===== src/rtl/ratchet_pkg.sv =====
package ratchet_pkg;

    localparam int ADDR_W    = 16;
    localparam int LVL_W     = 3;
    localparam int LEVEL_MAX = 4;
    localparam int NUM_SEG   = 3;
    localparam int NUM_RGN   = 4;
    localparam int IDX_W     = 2;
    localparam int RGN_SHIFT = 8;

    localparam logic [ADDR_W-1:0] RAM_BASE  = 16'h8000;
    localparam logic [ADDR_W-1:0] RAM_LIMIT = RAM_BASE + ADDR_W'(NUM_RGN << RGN_SHIFT);

    typedef logic [LVL_W-1:0] level_t;

    typedef enum logic [1:0] {
        AREA_OPEN  = 2'd0,
        AREA_FLASH = 2'd1,
        AREA_SRAM  = 2'd2
    } area_e;

    typedef struct packed {
        area_e            area;
        logic [IDX_W-1:0] idx;
    } hit_t;

    typedef struct packed {
        logic grant;
        logic deny;
        logic rd_en;
        logic wr_en;
    } verdict_t;

    // Inclusive lower bound of flash segment i.
    function automatic logic [ADDR_W-1:0] seg_lo(input int i);
        case (i)
            0:       return 16'h1000;
            1:       return 16'h2000;
            default: return 16'h4000;
        endcase
    endfunction

    // Exclusive upper bound of flash segment i.
    function automatic logic [ADDR_W-1:0] seg_hi(input int i);
        case (i)
            0:       return 16'h2000;
            1:       return 16'h4000;
            default: return 16'h6000;
        endcase
    endfunction

    // Lowest level at which flash segment idx turns read-only.
    function automatic level_t seg_ro_level(input logic [IDX_W-1:0] idx);
        if (int'(idx) == NUM_SEG - 1) return level_t'(LEVEL_MAX);
        return level_t'(int'(idx) + 1);
    endfunction

endpackage


===== src/rtl/ratchet_counter.sv =====
module ratchet_counter
    import ratchet_pkg::*;
(
    input  logic   clk,
    input  logic   rst,
    input  logic   adv_req,
    output level_t level_q,
    output logic   err_q
);
    localparam level_t TOP = level_t'(LEVEL_MAX);

    always_ff @(posedge clk) begin
        if (rst) begin
            level_q <= '0;
            err_q   <= 1'b0;
        end else if (adv_req) begin
            if (level_q == TOP) err_q <= 1'b1;
            else                level_q <= level_q + level_t'(1);
        end
    end
endmodule


===== src/rtl/ratchet_decoder.sv =====
module ratchet_decoder
    import ratchet_pkg::*;
(
    input  logic [ADDR_W-1:0] addr,
    output hit_t              hit
);
    logic [NUM_SEG-1:0] seg_match;

    generate
        for (genvar g = 0; g < NUM_SEG; g++) begin : g_seg
            assign seg_match[g] = (addr >= seg_lo(g)) && (addr < seg_hi(g));
        end
    endgenerate

    logic              in_ram;
    logic [ADDR_W-1:0] ram_off;
    assign in_ram  = (addr >= RAM_BASE) && (addr < RAM_LIMIT);
    assign ram_off = addr - RAM_BASE;

    always_comb begin
        hit.area = AREA_OPEN;
        hit.idx  = '0;
        for (int i = 0; i < NUM_SEG; i++) begin
            if (seg_match[i]) begin
                hit.area = AREA_FLASH;
                hit.idx  = IDX_W'(i);
            end
        end
        if (in_ram) begin
            hit.area = AREA_SRAM;
            hit.idx  = ram_off[RGN_SHIFT +: IDX_W];
        end
    end
endmodule


===== src/rtl/ratchet_policy.sv =====
module ratchet_policy
    import ratchet_pkg::*;
(
    input  logic     valid,
    input  logic     write,
    input  hit_t     hit,
    input  level_t   level,
    output verdict_t verdict
);
    logic allow;

    always_comb begin
        case (hit.area)
            AREA_FLASH: allow = !write || (level < seg_ro_level(hit.idx));
            AREA_SRAM:  allow = (level <= level_t'(hit.idx));
            default:    allow = 1'b1;
        endcase
        verdict.grant = valid && allow;
        verdict.deny  = valid && !allow;
        verdict.wr_en = valid && allow && write;
        verdict.rd_en = valid && allow && !write;
    end
endmodule


===== src/rtl/ratchet_lock_unit.sv =====
module ratchet_lock_unit
    import ratchet_pkg::*;
(
    input  logic              clk,
    input  logic              rst,
    input  logic              adv_req,
    input  logic              req_valid,
    input  logic              req_write,
    input  logic [ADDR_W-1:0] req_addr,
    output logic              acc_grant,
    output logic              acc_deny,
    output logic              mem_rd_en,
    output logic              mem_wr_en,
    output logic [LVL_W-1:0]  lock_level,
    output logic              adv_error
);
    level_t   level_q;
    logic     err_q;
    hit_t     hit;
    verdict_t verdict;

    ratchet_counter u_cnt (
        .clk     (clk),
        .rst     (rst),
        .adv_req (adv_req),
        .level_q (level_q),
        .err_q   (err_q)
    );

    ratchet_decoder u_dec (
        .addr (req_addr),
        .hit  (hit)
    );

    ratchet_policy u_pol (
        .valid   (req_valid),
        .write   (req_write),
        .hit     (hit),
        .level   (level_q),
        .verdict (verdict)
    );

    assign acc_grant  = verdict.grant;
    assign acc_deny   = verdict.deny;
    assign mem_rd_en  = verdict.rd_en;
    assign mem_wr_en  = verdict.wr_en;
    assign lock_level = level_q;
    assign adv_error  = err_q;
endmodule


===== config.mk =====
export PLATFORM = sky130hd
export DESIGN_NAME = ratchet_lock_unit
export DESIGN_NICKNAME = d
export VERILOG_FILES = /design/src/rtl/ratchet_pkg.sv /design/src/rtl/ratchet_counter.sv /design/src/rtl/ratchet_decoder.sv /design/src/rtl/ratchet_policy.sv /design/src/rtl/ratchet_lock_unit.sv
export SDC_FILE = /design/constraint.sdc
export NUM_CORES = 1
export LEC_CHECK = 0
export ABC_CLOCK_PERIOD_IN_PS = 7300
export BUFFER_PORTS_ARGS = -buffer_cell sky130_fd_sc_hd__buf_2
export CAP_MARGIN = 20
export CORE_AREA = 2 2 39 41
export DETAILED_ROUTE_END_ITERATION = 12
export DIE_AREA = 0 0 41 43
export PLACE_DENSITY = 0.6
export SLEW_MARGIN = 20
export SYNTH_ARGS = -nofsm -noshare
export SYNTH_HDL_FRONTEND = slang
export SYNTH_SLANG_ARGS = --single-unit

===== constraint.sdc =====
create_clock -name clk -period 7.3 [get_ports clk]
set_input_delay 0.365 -clock clk [delete_from_list [all_inputs] [get_ports clk]]
set_output_delay 0.365 -clock clk [all_outputs]
set_load 0.005 [all_outputs]

======== Word-level counts from Yosys, hierarchy flattened ========
Index checks and enable logic that the tools add are counted.
operators by class
  add/sub/neg operators ................... 3
  multiply operators ...................... 0
  divide/modulo/power cells ............... 0
  order comparisons ....................... 10
  equal/unequal tests ..................... 4
  shifts and indexed selects .............. 0
  mux-type cells .......................... 10
  bitwise gates (word level) .............. 1
  reduce and logical (&&, ||, !) cells .... 13
operator list
  operator               count
  $lt 16x15->1 const B   2
  $mux 3                 6
  $ge 16x13->1 const B   1
  $ge 16x14->1 const B   1
  $ge 16x15->1 const B   1
  $ge 16x16->1 const B   1
  $lt 16x14->1 const B   1
  $lt 16x16->1 const B   1
  $sub 10x1->10 const B  1
  $logic_and 1x1->1      8
  $eq 2x2->1 const B     2
  $mux 4                 1
  $reduce_and 2->1       2
  $add 2x1->3 const B    1
  $add 3x1->3 const B    1
  $eq 3x3->1 const B     1
  $le 3x2->1             1
  $lt 3x3->1             1
  $eq 2x1->1 const B     1
  $logic_not 1->1        2
  $mux 1                 2
  $pmux 1 s2             1
  $logic_or 1x1->1       1
  $not 1->1              1
storage, ports and cells
  register bits ........................... 4
  latch bits .............................. 0
  bits in writable memories ............... 0
  ROM bits ................................ 0
  input bits .............................. 21
  output and inout port bits .............. 8
  word-level logic and storage cells ...... 43
  memories ................................ 0

======== Logic depth before layout (Yosys ltp) ========
Gate-level depths: netlist (run 1).
  depth in word-level cells ............... 16
  depth in mapped cells ................... 9
  gate-level depth less buffers ........... 9

======== Modules after synthesis ========
A second synthesis (run 1) with hierarchy kept.
unflattened totals
  cells, all modules ...................... 57
  area, all modules ....................... 486.7 µm²
modules (own cells, without submodules)
  module           times used  cells each  area an instance (µm²)  sequential area each (µm²)
  ratchet_counter  1           20          214.0                   80.1
  ratchet_policy   1           28          202.7                   0.0
  ratchet_decoder  1           9           70.1                    0.0

======== Worst setup path after synthesis (run 1) ========
Ideal clock, no wire load.
  path kind ............................... input to output
  start point ............................. input req_addr[12]
  end point ............................... output mem_rd_en
  data arrival time ....................... 2.491 ns
  required time ........................... 6.935 ns
  setup slack ............................. 4.444 ns
  stages .................................. 9
  buffers on the path ..................... 0
  cell sequence ........................... or3_4 -> nor4b_1 -> a22o_2 -> nand2_1 -> ha_1 -> nor2b_1 -> a221oi_1 -> o221ai_2 -> nor3_1
between the ends
  longest elaborated chain between the ends .. 15
  elaborated cells on any way between the ends .. 30
  those cells by class .................... add/sub: 1; order compare: 10; eq/ne: 3; mux: 9; reduce/logical: 7
RTL lines
  element                                       RTL line                 text
  from (decl)                                   ratchet_lock_unit.sv:9   input logic [ADDR_W-1:0] req_addr,
  $ge 16x14->1 or $lt 16x15->1 (tied branches)  ratchet_decoder.sv:11    assign seg_match[g] = (addr >= seg_lo(g)) && (addr < seg_hi(g));
  $logic_and 1x1->1                             ratchet_decoder.sv:11
  $mux 3 (2 in a row)                           ratchet_decoder.sv:24    if (seg_match[i]) begin
  $mux 4 *                                      ratchet_decoder.sv:29    if (in_ram) begin
  $eq 2x2->1                                    ratchet_pkg.sv:54        if (int'(idx) == NUM_SEG - 1) return level_t'(LEVEL_MAX);
  $mux 1                                        ratchet_pkg.sv:54
  $mux 1                                        ratchet_policy.sv:13     case (hit.area)
  $mux 3                                        ratchet_pkg.sv:55        return level_t'(int'(idx) + 1);
  $mux 3                                        ratchet_policy.sv:13
  $lt 3x3->1                                    ratchet_policy.sv:14     AREA_FLASH: allow = !write || (level < seg_ro_level(hit.idx));
  $logic_or 1x1->1                              ratchet_policy.sv:14
  $pmux 1 s2 *                                  ratchet_policy.sv:13
  $logic_and 1x1->1 * (2 in a row)              ratchet_policy.sv:21     verdict.rd_en = valid && allow && !write;
  to (decl)                                     ratchet_lock_unit.sv:12  output logic mem_rd_en,
Every way passes the cells marked *; elsewhere a longest branch is shown, timed or not. The select of a mux whose other input is x is not followed.

======== Worst setup path after layout (run 1) ========
  start point ............................. input req_addr[13]
  end point ............................... output acc_deny
between the ends
  longest elaborated chain between the ends .. 15
  elaborated cells on any way between the ends .. 30
  those cells by class .................... add/sub: 1; order compare: 10; eq/ne: 3; mux: 9; reduce/logical: 7
RTL lines
  element                                       RTL line                 text
  $ge 16x14->1 or $lt 16x15->1 (tied branches)  ratchet_decoder.sv:11
  $logic_and 1x1->1                             ratchet_decoder.sv:11
  $mux 3 (2 in a row)                           ratchet_decoder.sv:24
  $mux 4 *                                      ratchet_decoder.sv:29
  $eq 2x2->1                                    ratchet_pkg.sv:54
  $mux 1                                        ratchet_pkg.sv:54
  $mux 1                                        ratchet_policy.sv:13
  $mux 3                                        ratchet_pkg.sv:55
  $mux 3                                        ratchet_policy.sv:13
  $lt 3x3->1                                    ratchet_policy.sv:14
  $logic_or 1x1->1                              ratchet_policy.sv:14
  $pmux 1 s2 *                                  ratchet_policy.sv:13
  $logic_not 1->1 *                             ratchet_policy.sv:19     verdict.deny = valid && !allow;
  $logic_and 1x1->1 *                           ratchet_policy.sv:19
  to (decl)                                     ratchet_lock_unit.sv:11  output logic acc_deny,
Marks and branches as above.

==> summary.txt, run 1 <==
Status -> complete, no violations
Area grow syn2layout -> 35.7%
Synth area leader -> dfxtp_1
Post_cts resized -> 0
Synth top area share -> 0.201
CP Capture Type -> primary output
RSZ-0062 raised after global routing -> no
Layout cells sized above 1 -> 0.361
Chip height -> 43 µm
Final setup skew -> 0.000116 ns
Multi-input logic area -> 308 µm²
Post-DRT Antenna Nets -> 0
Max-cap violations -> 0
Net Sw Frac -> 0.291
DR vias/cell -> 4.91
Crit-path slowest cell -> nor4b_1
Vias in the first global route -> 349
CP dominant cell by count -> buf_2
TritonCTS clock tree -> done
Reg clk slew, reported paths -> 0.04 ns
Final setup TNS -> 0 ns
Fill count -> 146
Maximum clock frequency -> 307 MHz
Post-DP HPWL -> 714 µm
# DRC -> 0
DR pass1 iterations -> 4
Die W -> 41 µm
Core area -> 1380 µm²
Clk Latency, worst-skew pair -> 0.23 ns
Logic pwr share -> 0.309
Flop pwr share -> 0.333
Slew @ Worst Pin -> 0.490 ns
Largest cells by area after synthesis -> dfxtp_1 20%, ha_1 19%, nor2_1 6.6%
Congestion Overflow GR -> 0
Ant diodes -> 0
Post-synthesis cell type count -> 24
Row count -> 14
First-pass GRT wire length -> 1.35 mm
CP max FO -> 5
DR vias -> 432
R2R setup slack -> 5.83 ns
IO Pins -> 29
Register area share after synthesis -> 0.201
Critical-path cell list -> buf_2 > or3_4 > nor4b_1 > a22o_2 > nand2_1 > ha_1 > nor2b_1 > a221oi_1 > o221ai_2 > and2_1 > buf_2
Final period utilization -> 0.447
Worst VDD drop -> 0.0658 mV
Clock share of power -> 0.359
Initial DRC count -> 7
Clock root buffer -> clkbuf_4
Max transition margin -> 0.669
Psw -> 0.0219 mW
P per Cell Area -> 139 nW/µm²
Avg WL per Cell -> 9.78 µm
Worst EP required -> 6.93 ns
LEAKAGE -> 0.263 nW
Port Buf Inserts -> 20
Largest net degree at the start of global routing -> 9
Bufs and invs on worst path -> 2
Bufs on Longest Clock Path -> 2
Initial Util -> 0.288
Fin. Hold Viols -> 0
Total clock sinks -> 4
Minimum clock period -> 3.26 ns
CP arrival -> 2.89 ns
Slew Limit Fails -> 0
Type of origin of the critical path -> input pin
Internal Power -> 0.0535 mW
Synthesized netlist cell count -> 49
Post-synthesis register bit count -> 4
Die area -> 1760 µm²
Hold Crit Class -> in -> reg
CTS Buf Count -> 3
Post-synthesis cell area -> 399 µm²
Gp weighted congestion -> 0.629
Endpoints failing setup -> 0
Synth Area per Inst -> 8.15 µm²
Slowest stage delay, CP -> 0.47 ns
# H-tree levels -> 1
Yosys warns -> 0
Fin nets -> 101
Gr usage total -> 0.112
Final Power -> 0.0754 mW
# hold bufs at CTS -> 0
Post-Route WL -> 861 µm
Syn_nets -> 76
Crit path max-delay family -> simple AND/OR/NAND/NOR gates
Setup CP Type -> in -> out
Setup bufs post-CTS -> 0
FF/Latch Area -> 80.1 µm²
Initial antenna violation count -> 0
[layer usage]
metal	up-vias	GRT usage	routed length, µm	part of all wire
met4	0	0.0800	0	0
met1	181	0.138	410	0.48
li1	230	-	-	-
met3	0	0.0157	86	0.10
met2	21	0.169	364	0.42
met5	-	0	0	0
[area by class of cell]
cell class / instances / area share
clock buffers: 3 / 0.0416
well taps: 16 / 0.0370
repair buffers: 20 / 0.185
flip-flops and latches: 4 / 0.148
multi-input cells: 42 / 0.568
inverters: 3 / 0.0208
[state kept, by name, indices dropped and copies added (netlist names)]
register	count
u_cnt.err_q	1
u_cnt.level_q	3
[per-stage QoR]
| stage | cells | setup WS, ns | area [µm²] | util | hold WS [ns] |
|---|---|---|---|---|---|
| finish | 88 | 4.04 | 542 | 0.392 | 0.347 |
| global route | 88 | 3.84 | 542 | 0.392 | 0.348 |
| CTS | 88 | 4.01 | 542 | 0.392 | 0.337 |
| detailed placement | 85 | 4.03 | 519 | 0.375 | 0.474 |
| global placement | 85 | 4.00 | 519 | 0.375 | 0.456 |
| floorplan | 49 | 4.44 | 399 | - | 0.437 |
[cells in the mapped netlist]
cell,number
a21boi_0,1
a21oi_1,4
a221oi_1,1
a22o_2,1
a31oi_1,1
and2_1,1
and4b_1,1
dfxtp_1,4
ha_1,6
inv_1,3
nand2_1,3
nand3b_1,1
nand4_1,2
nor2_1,7
nor2b_1,3
nor3_1,2
nor3b_1,1
nor4b_1,1
o221ai_2,1
o31ai_1,1
or3_4,1
or4b_1,1
xnor2_1,1
xor2_1,1
[kinds of logic after synthesis]
group                    after synthesis  share of synthesized area
AO/OA/AOI/OAI                         10                      0.188
XOR/XNOR                               2                     0.0439
adder cells (fa/ha/maj)                6                      0.188
buffers and inverters                  3                     0.0282
AND/OR/NAND/NOR                       24                      0.351
flip-flops                             4                      0.201
[worst reg2reg max path, delay by kind of cell, from the launching register on]
family                     cells  cell delay [ns]
AOI/OAI and AO/OA              2             0.50
DFF                            1             0.41
adders and majority gates      1             0.23
and+or+nand+nor                2             0.12
buffers and inverters          1             0.09
[path summary, 6_finish.rpt]
path / from / to / cells after the start
worst max-delay path: req_addr[13] / acc_deny / 11
worst min-delay path: rst / u_cnt.level_q[0]$_SDFFE_PP0P_ / 2
worst max register to register: u_cnt.level_q[0]$_SDFFE_PP0P_ / u_cnt.level_q[1]$_SDFFE_PP0P_ / 6
worst min register to register: u_cnt.err_q$_SDFFE_PP0P_ / u_cnt.err_q$_SDFFE_PP0P_ / 2
[power by group through the flow]
| stage | clock, mW | combinational [mW] | sequential [mW] |
|---|---|---|---|
| floorplan | 0 | 0.0141 | 0.0252 |
| global placement | 0 | 0.0233 | 0.0254 |
| detailed placement | 0 | 0.0234 | 0.0255 |
| CTS | 0.0289 | 0.0237 | 0.0252 |
| global route | 0.0299 | 0.0266 | 0.0255 |
| finish | 0.0270 | 0.0233 | 0.0251 |
[cells in the final DEF (no fill, tap or decap), types with 2 or more instances in the layout]
| cell | instances |
|---|---|
| a21oi_1 | 4 |
| buf_2 | 20 |
| clkbuf_4 | 3 |
| dfxtp_1 | 4 |
| ha_1 | 6 |
| inv_1 | 3 |
| nand2_1 | 3 |
| nand4_1 | 2 |
| nor2_1 | 7 |
| nor2b_1 | 3 |
| nor3_1 | 2 |
Note: power is estimated with default switching activity, not from simulation.
==> inputs of run 2 (changes only) <==
--- a/config.mk
+++ b/config.mk
@@ -5,13 +5,14 @@
 export SDC_FILE = /design/constraint.sdc
 export NUM_CORES = 1
 export LEC_CHECK = 0
-export ABC_CLOCK_PERIOD_IN_PS = 7300
+export ABC_AREA = 1
+export ABC_CLOCK_PERIOD_IN_PS = 3000
 export BUFFER_PORTS_ARGS = -buffer_cell sky130_fd_sc_hd__buf_2
 export CAP_MARGIN = 20
 export CORE_AREA = 2 2 39 41
 export DETAILED_ROUTE_END_ITERATION = 12
 export DIE_AREA = 0 0 41 43
-export PLACE_DENSITY = 0.6
+export PLACE_DENSITY = 0.65
 export SLEW_MARGIN = 20
 export SYNTH_ARGS = -nofsm -noshare
 export SYNTH_HDL_FRONTEND = slang
==> constraint.sdc (replaced) <==
create_clock -name clk -period 3 [get_ports clk]
set_input_delay 0.15 -clock clk [delete_from_list [all_inputs] [get_ports clk]]
set_output_delay 0.15 -clock clk [all_outputs]
set_load 0.005 [all_outputs]
==> run 2 against run 1 <==
  * Via count increased by 8.8%
  * Critical path depth increased by 2
  * Cell area increased by 11%
  * Sequential share of layout area decreased by 1.5 points
  * Die area unchanged
  * Area after synthesis increased by 15%
  * Power increased by 150%
  * Worst setup slack got worse by 2.9 ns
  * Clock skew increased by 0.0047 ns
  * Critical endpoint is now mem_wr_en
==> summary.txt, run 2 <==
Ant diodes -> 0
P per Cell Area -> 308 nW/µm²
Initial Util -> 0.333
Post-DRT Antenna Nets -> 0
DR vias -> 470
CP Capture Type -> primary output
Clk Latency, worst-skew pair -> 0.24 ns
Registers with the most flip-flops -> u_cnt.level_q x3, u_cnt.err_q x1
Final WS setup -> 1.16 ns
Placed cell count -> 104
Max-cap violations -> 0
Commonest cells after routing, fill and taps aside -> 20 x buf_2, 14 x inv_1, 14 x nand2_1
LEAKAGE -> 0.350 nW
Post-route cell area -> 603 µm²
CP max FO -> 3
Post-synthesis cell type count -> 18
Post-DP HPWL -> 750 µm
Maximum clock frequency -> 543 MHz
Final setup TNS -> 0 ns
Fin nets -> 120
# H-tree levels -> 1
Gp weighted congestion -> 0.723
Layout cells sized above 1 -> 0.396
Fin. Hold Viols -> 0
IO Pins -> 29
Most frequent cells after synthesis -> 14 x inv_1, 14 x nand2_1, 7 x nor2_1
Final setup skew -> 0.00485 ns
Minimum clock period -> 1.84 ns
RSZ-0062 raised after global routing -> no
DR vias/cell -> 4.39
Post-synth EDFFs -> 0
Finished Core Util -> 0.436
Most flop-heavy register -> u_cnt.level_q
Status -> complete, no violations
CP arrival -> 1.69 ns
Largest cells by area after synthesis -> dfxtp_1 17%, ha_1 16%, inv_1 11%
Dpl ws -> 1.14 ns
Worst EP required -> 2.85 ns
Hold Crit Class -> in -> reg
Initial antenna violation count -> 0
Die W -> 41 µm
Setup CP Type -> in -> out
Commonest non-fill, non-tap cell in the layout -> buf_2
# hold bufs at CTS -> 0
Initial DRC count -> 0
Synth area leader -> dfxtp_1
Chip height -> 43 µm
Flip-flop count of the largest register after layout -> 3
Vias in the first global route -> 431
Clock root buffer -> clkbuf_4
Synth Area per Inst -> 6.77 µm²
Synth top area share -> 0.174
Post-synthesis register bit count -> 4
Row count -> 14
Ys async rst share -> 0
Total clock sinks -> 4
Die area -> 1760 µm²
TritonCTS clock tree -> done
Gr usage total -> 0.111
Yosys warns -> 0
Largest net degree at the start of global routing -> 7
# DRC -> 0
Synthesized netlist cell count -> 68
Slew Limit Fails -> 0
Area grow syn2layout -> 31.0%
Slew @ Worst Pin -> 0.218 ns
Setup bufs post-CTS -> 0
Syn_nets -> 95
Register area share after synthesis -> 0.174
Reg clk slew, reported paths -> 0.04 ns
Core area -> 1380 µm²
Post-Route WL -> 855 µm
Endpoints failing setup -> 0
Worst VDD drop -> 0.0706 mV
Final period utilization -> 0.614
Post-synthesis cell area -> 460 µm²
Non-filler cells, final -> 107
CTS Buf Count -> 3
Avg WL per Cell -> 7.99 µm
Post_cts resized -> 0
Area after DPL -> 581 µm²
First-pass GRT wire length -> 1.35 mm
Main flop type after synthesis -> dfxtp_1
Congestion Overflow GR -> 0
Max transition margin -> 0.855
Port Buf Inserts -> 20
Bufs on Longest Clock Path -> 2
DR pass1 iterations -> 1
Type of origin of the critical path -> input pin
-- run 2: routing by layer --
layer / vias up / GRT usage / part of all wire
met1: 188 / 0.0918 / 0.41
met5: - / 0 / 0
met3: 0 / 0 / 0.089
met4: 0 / 0.100 / 0
met2: 21 / 0.209 / 0.50
li1: 261 / - / -
-- run 2: worst paths after layout --
check | startpoint | to | slack [ns] | cells after the start
worst min register to register | u_cnt.err_q$_SDFFE_PP0P_ | u_cnt.err_q$_SDFFE_PP0P_ | 0.44 | 2
worst max register to register | u_cnt.level_q[0]$_SDFFE_PP0P_ | u_cnt.level_q[2]$_SDFFE_PP0P_ | 1.68 | 8
worst max-delay path | req_addr[10] | mem_wr_en | 1.16 | 13
worst min-delay path | rst | u_cnt.level_q[0]$_SDFFE_PP0P_ | 0.12 | 2
-- run 2: power breakdown --
group / internal, mW / switching (mW)
Sequential: 0.0563 / 0.00321
Clock: 0.0448 / 0.0226
Combinational: 0.0264 / 0.0322
-- run 2: area by class of cell --
| class | count | area [µm²] |
|---|---|---|
| Inverter | 14 | 52.6 |
| Sequential cell | 4 | 80.1 |
| Timing Repair Buffer | 20 | 100 |
| Fill cell | 169 | 781 |
| Tap cell | 16 | 20.0 |
| Multi-Input combinational cell | 50 | 328 |
| Clock buffer | 3 | 22.5 |
-- run 2: cells by family (layout without fill, tap and decap cells) --
family,count (synthesis),in the layout,share of synthesized area
adders and majority gates,6,6,0.163
buffers and inverters,14,37,0.114
and+or+nand+nor,35,35,0.416
AOI/OAI and AO/OA,8,8,0.114
DFF,4,4,0.174
xor gates and xnor gates,1,1,0.0190
-- run 2: stage by stage --
stage | hold slack, ns | power [mW]
floorplan | 0.219 | 0.0972
global placement | 0.366 | 0.118
detailed placement | 0.365 | 0.120
CTS | 0.112 | 0.190
global route | 0.125 | 0.199
finish | 0.121 | 0.185
-- run 2: worst max-delay path, cell delays in order --
cell     delay (ns)
buf_2          0.10
nor2_2         0.17
nand3_2        0.12
nand2_2        0.08
nand2_2        0.07
ha_1           0.29
inv_1          0.06
nor2_1         0.03
o21ai_0        0.17
a21o_2         0.18
nand3_2        0.09
nor2_1         0.08
buf_2          0.11
==> inputs of run 3 (changes only) <==
--- a/config.mk
+++ b/config.mk
@@ -6,13 +6,13 @@
 export NUM_CORES = 1
 export LEC_CHECK = 0
 export ABC_AREA = 1
-export ABC_CLOCK_PERIOD_IN_PS = 3000
+export ABC_CLOCK_PERIOD_IN_PS = 1500
 export BUFFER_PORTS_ARGS = -buffer_cell sky130_fd_sc_hd__buf_2
 export CAP_MARGIN = 20
 export CORE_AREA = 2 2 39 41
 export DETAILED_ROUTE_END_ITERATION = 12
 export DIE_AREA = 0 0 41 43
-export PLACE_DENSITY = 0.65
+export PLACE_DENSITY = 0.68
 export SLEW_MARGIN = 20
 export SYNTH_ARGS = -nofsm -noshare
 export SYNTH_HDL_FRONTEND = slang
==> constraint.sdc (replaced) <==
create_clock -name clk -period 1.5 [get_ports clk]
set_input_delay 0.075 -clock clk [delete_from_list [all_inputs] [get_ports clk]]
set_output_delay 0.075 -clock clk [all_outputs]
set_load 0.005 [all_outputs]
==> run 3 against run 2 <==
  * Power is 130% higher
  * Sequential cell count stayed put
  * Cell area is 29% higher
  * Critical endpoint is now mem_rd_en
  * Routed wire length is 16% higher
  * First-iteration DRC count is 2 higher
  * The flow now finishes with violations (setup timing)
  * Largest power group is now combinational cells
==> summary.txt, run 3 (synthesis results as in run 2) <==
Reg clk slew, reported paths -> 0.04 ns
Minimum clock period -> 1.55 ns
Congestion Overflow GR -> 0
Commonest non-fill, non-tap cell in the layout -> buf_2
Crit path max-delay family -> simple AND/OR/NAND/NOR gates
Area grow syn2layout -> 69.6%
Max transition margin -> 0.876
Post-DP HPWL -> 829 µm
Max-cap violations -> 0
WHS -> 0.0477 ns
Crit-path slowest cell -> ha_4
Chip height -> 43 µm
Placed cell count -> 111
Non-filler cells, final -> 116
# H-tree levels -> 1
Avg WL per Cell -> 8.57 µm
Fin. Hold Viols -> 0
# hold bufs at CTS -> 0
Post-Route WL -> 994 µm
Ant diodes -> 0
RSZ-0062 raised after global routing -> yes
R2R setup slack -> 0.22 ns
Initial Util -> 0.333
Post-DRT Antenna Nets -> 0
Multi-input logic area -> 397 µm²
DR pass1 iterations -> 4
Row count -> 14
Most flop-heavy register -> u_cnt.level_q
Endpoints failing setup -> 4
Port Buf Inserts -> 20
Bufs and invs on worst path -> 3
P per Cell Area -> 545 nW/µm²
Worst EP required -> 1.42 ns
TritonCTS clock tree -> done
CP max FO -> 4
# DRC -> 0
Clock root buffer -> clkbuf_4
Fill count -> 143
Setup CP Type -> in -> out
Final setup skew -> 0.000773 ns
Slew Limit Fails -> 0
Total clock sinks -> 4
Worst VDD drop -> 0.188 mV
Type of origin of the critical path -> input pin
Maximum clock frequency -> 645 MHz
Layout cells sized above 1 -> 0.610
DR vias -> 518
Final Power -> 0.426 mW
Core area -> 1380 µm²
Vias in the first global route -> 488
Gp weighted congestion -> 0.732
Die area -> 1760 µm²
Failing checks -> setup timing
Status -> complete, but fails checks
Commonest cells after routing, fill and taps aside -> 15 x buf_2, 9 x inv_1, 9 x nand2_1
Gr usage total -> 0.139
DR vias/cell -> 4.47
Final WS setup -> -0.0500 ns
Hold Crit Class -> in -> reg
FF/Latch Area -> 82.6 µm²
IO Pins -> 29
Largest net degree at the start of global routing -> 6
Registers with the most flip-flops -> u_cnt.level_q x3, u_cnt.err_q x1
Final period utilization -> 1.03
Fin nets -> 129
Finished Core Util -> 0.564
Dpl ws -> -0.176 ns
Slew @ Worst Pin -> 0.185 ns
CP Capture Type -> primary output
First-pass GRT wire length -> 1.72 mm
CP arrival -> 1.47 ns
Clk Latency, worst-skew pair -> 0.23 ns
CTS Buf Count -> 3
LEAKAGE -> 0.408 nW
Initial DRC count -> 2
Initial antenna violation count -> 0
Critical-path cell list -> buf_8 > nor2_4 > nand3_2 > nand2_2 > nand2_4 > ha_4 > inv_2 > nor2_1 > o21ai_1 > a21o_2 > nand3_2 > nor2_1 > buf_2
Bufs on Longest Clock Path -> 2
Die W -> 41 µm
Slowest stage delay, CP -> 0.27 ns
Flip-flop count of the largest register after layout -> 3
-- run 3: changes by cell type in the layout (fill, tap and decap cells not counted), sizes merged --
cell | before | now
buf | 20 | 29
-- run 3: final timing paths --
| check | from | end | cells after the start |
|---|---|---|---|
| min | rst | u_cnt.level_q[0]$_SDFFE_PP0P_ | 2 |
| min reg2reg | u_cnt.err_q$_SDFFE_PP0P_ | u_cnt.err_q$_SDFFE_PP0P_ | 2 |
| max reg2reg | u_cnt.level_q[1]$_SDFFE_PP0P_ | u_cnt.level_q[2]$_SDFFE_PP0P_ | 9 |
| max | req_addr[13] | mem_rd_en | 13 |
-- run 3: worst register-to-register path, stage by stage (launching register included) --
cell	delay, ns
dfxtp_2	0.35
buf_6	0.12
inv_1	0.05
ha_1	0.18
nand2_1	0.06
nand2_1	0.09
inv_1	0.08
nand2_1	0.06
xor2_1	0.12
nor2_1	0.05
-- run 3: routing by layer --
metal / part of all wire / global-route usage / routed length, µm / vias up
li1: - / - / - / 278
met1: 0.40 / 0.146 / 397 / 220
met2: 0.54 / 0.244 / 535 / 20
met3: 0.062 / 0 / 62 / 0
met4: 0 / 0.100 / 0 / 0
met5: 0 / 0 / 0 / -
-- run 3: per-stage QoR --
step | TNS (ns) | instance area, µm²
after floorplan | 0 | 460
after global placement | -0.437 | 633
after detailed placement | -0.588 | 633
after CTS | -0.315 | 739
after global routing | -0.631 | 781
final | -0.172 | 781
-- run 3: final cells by class --
cell class	instances	share of cell area
timing repair buffer	29	0.264
multi-input combinational	50	0.508
sequential	4	0.106
inverter	14	0.0673
tap	16	0.0256
clock buffer	3	0.0288
-- run 3: where the power goes --
part	internal (mW)	switching, mW
clock network	0.0894	0.0421
logic	0.0915	0.0840
registers	0.113	0.00532
total	0.294	0.131
-- run 3: what timing repair did --
action,CTS,global route
setup buffers,2,0
gates resized for setup,18,11
endpoints found under the hold margin,0,0
endpoints found under the setup margin,4,4
cloned,0,0
pin swaps,7,11
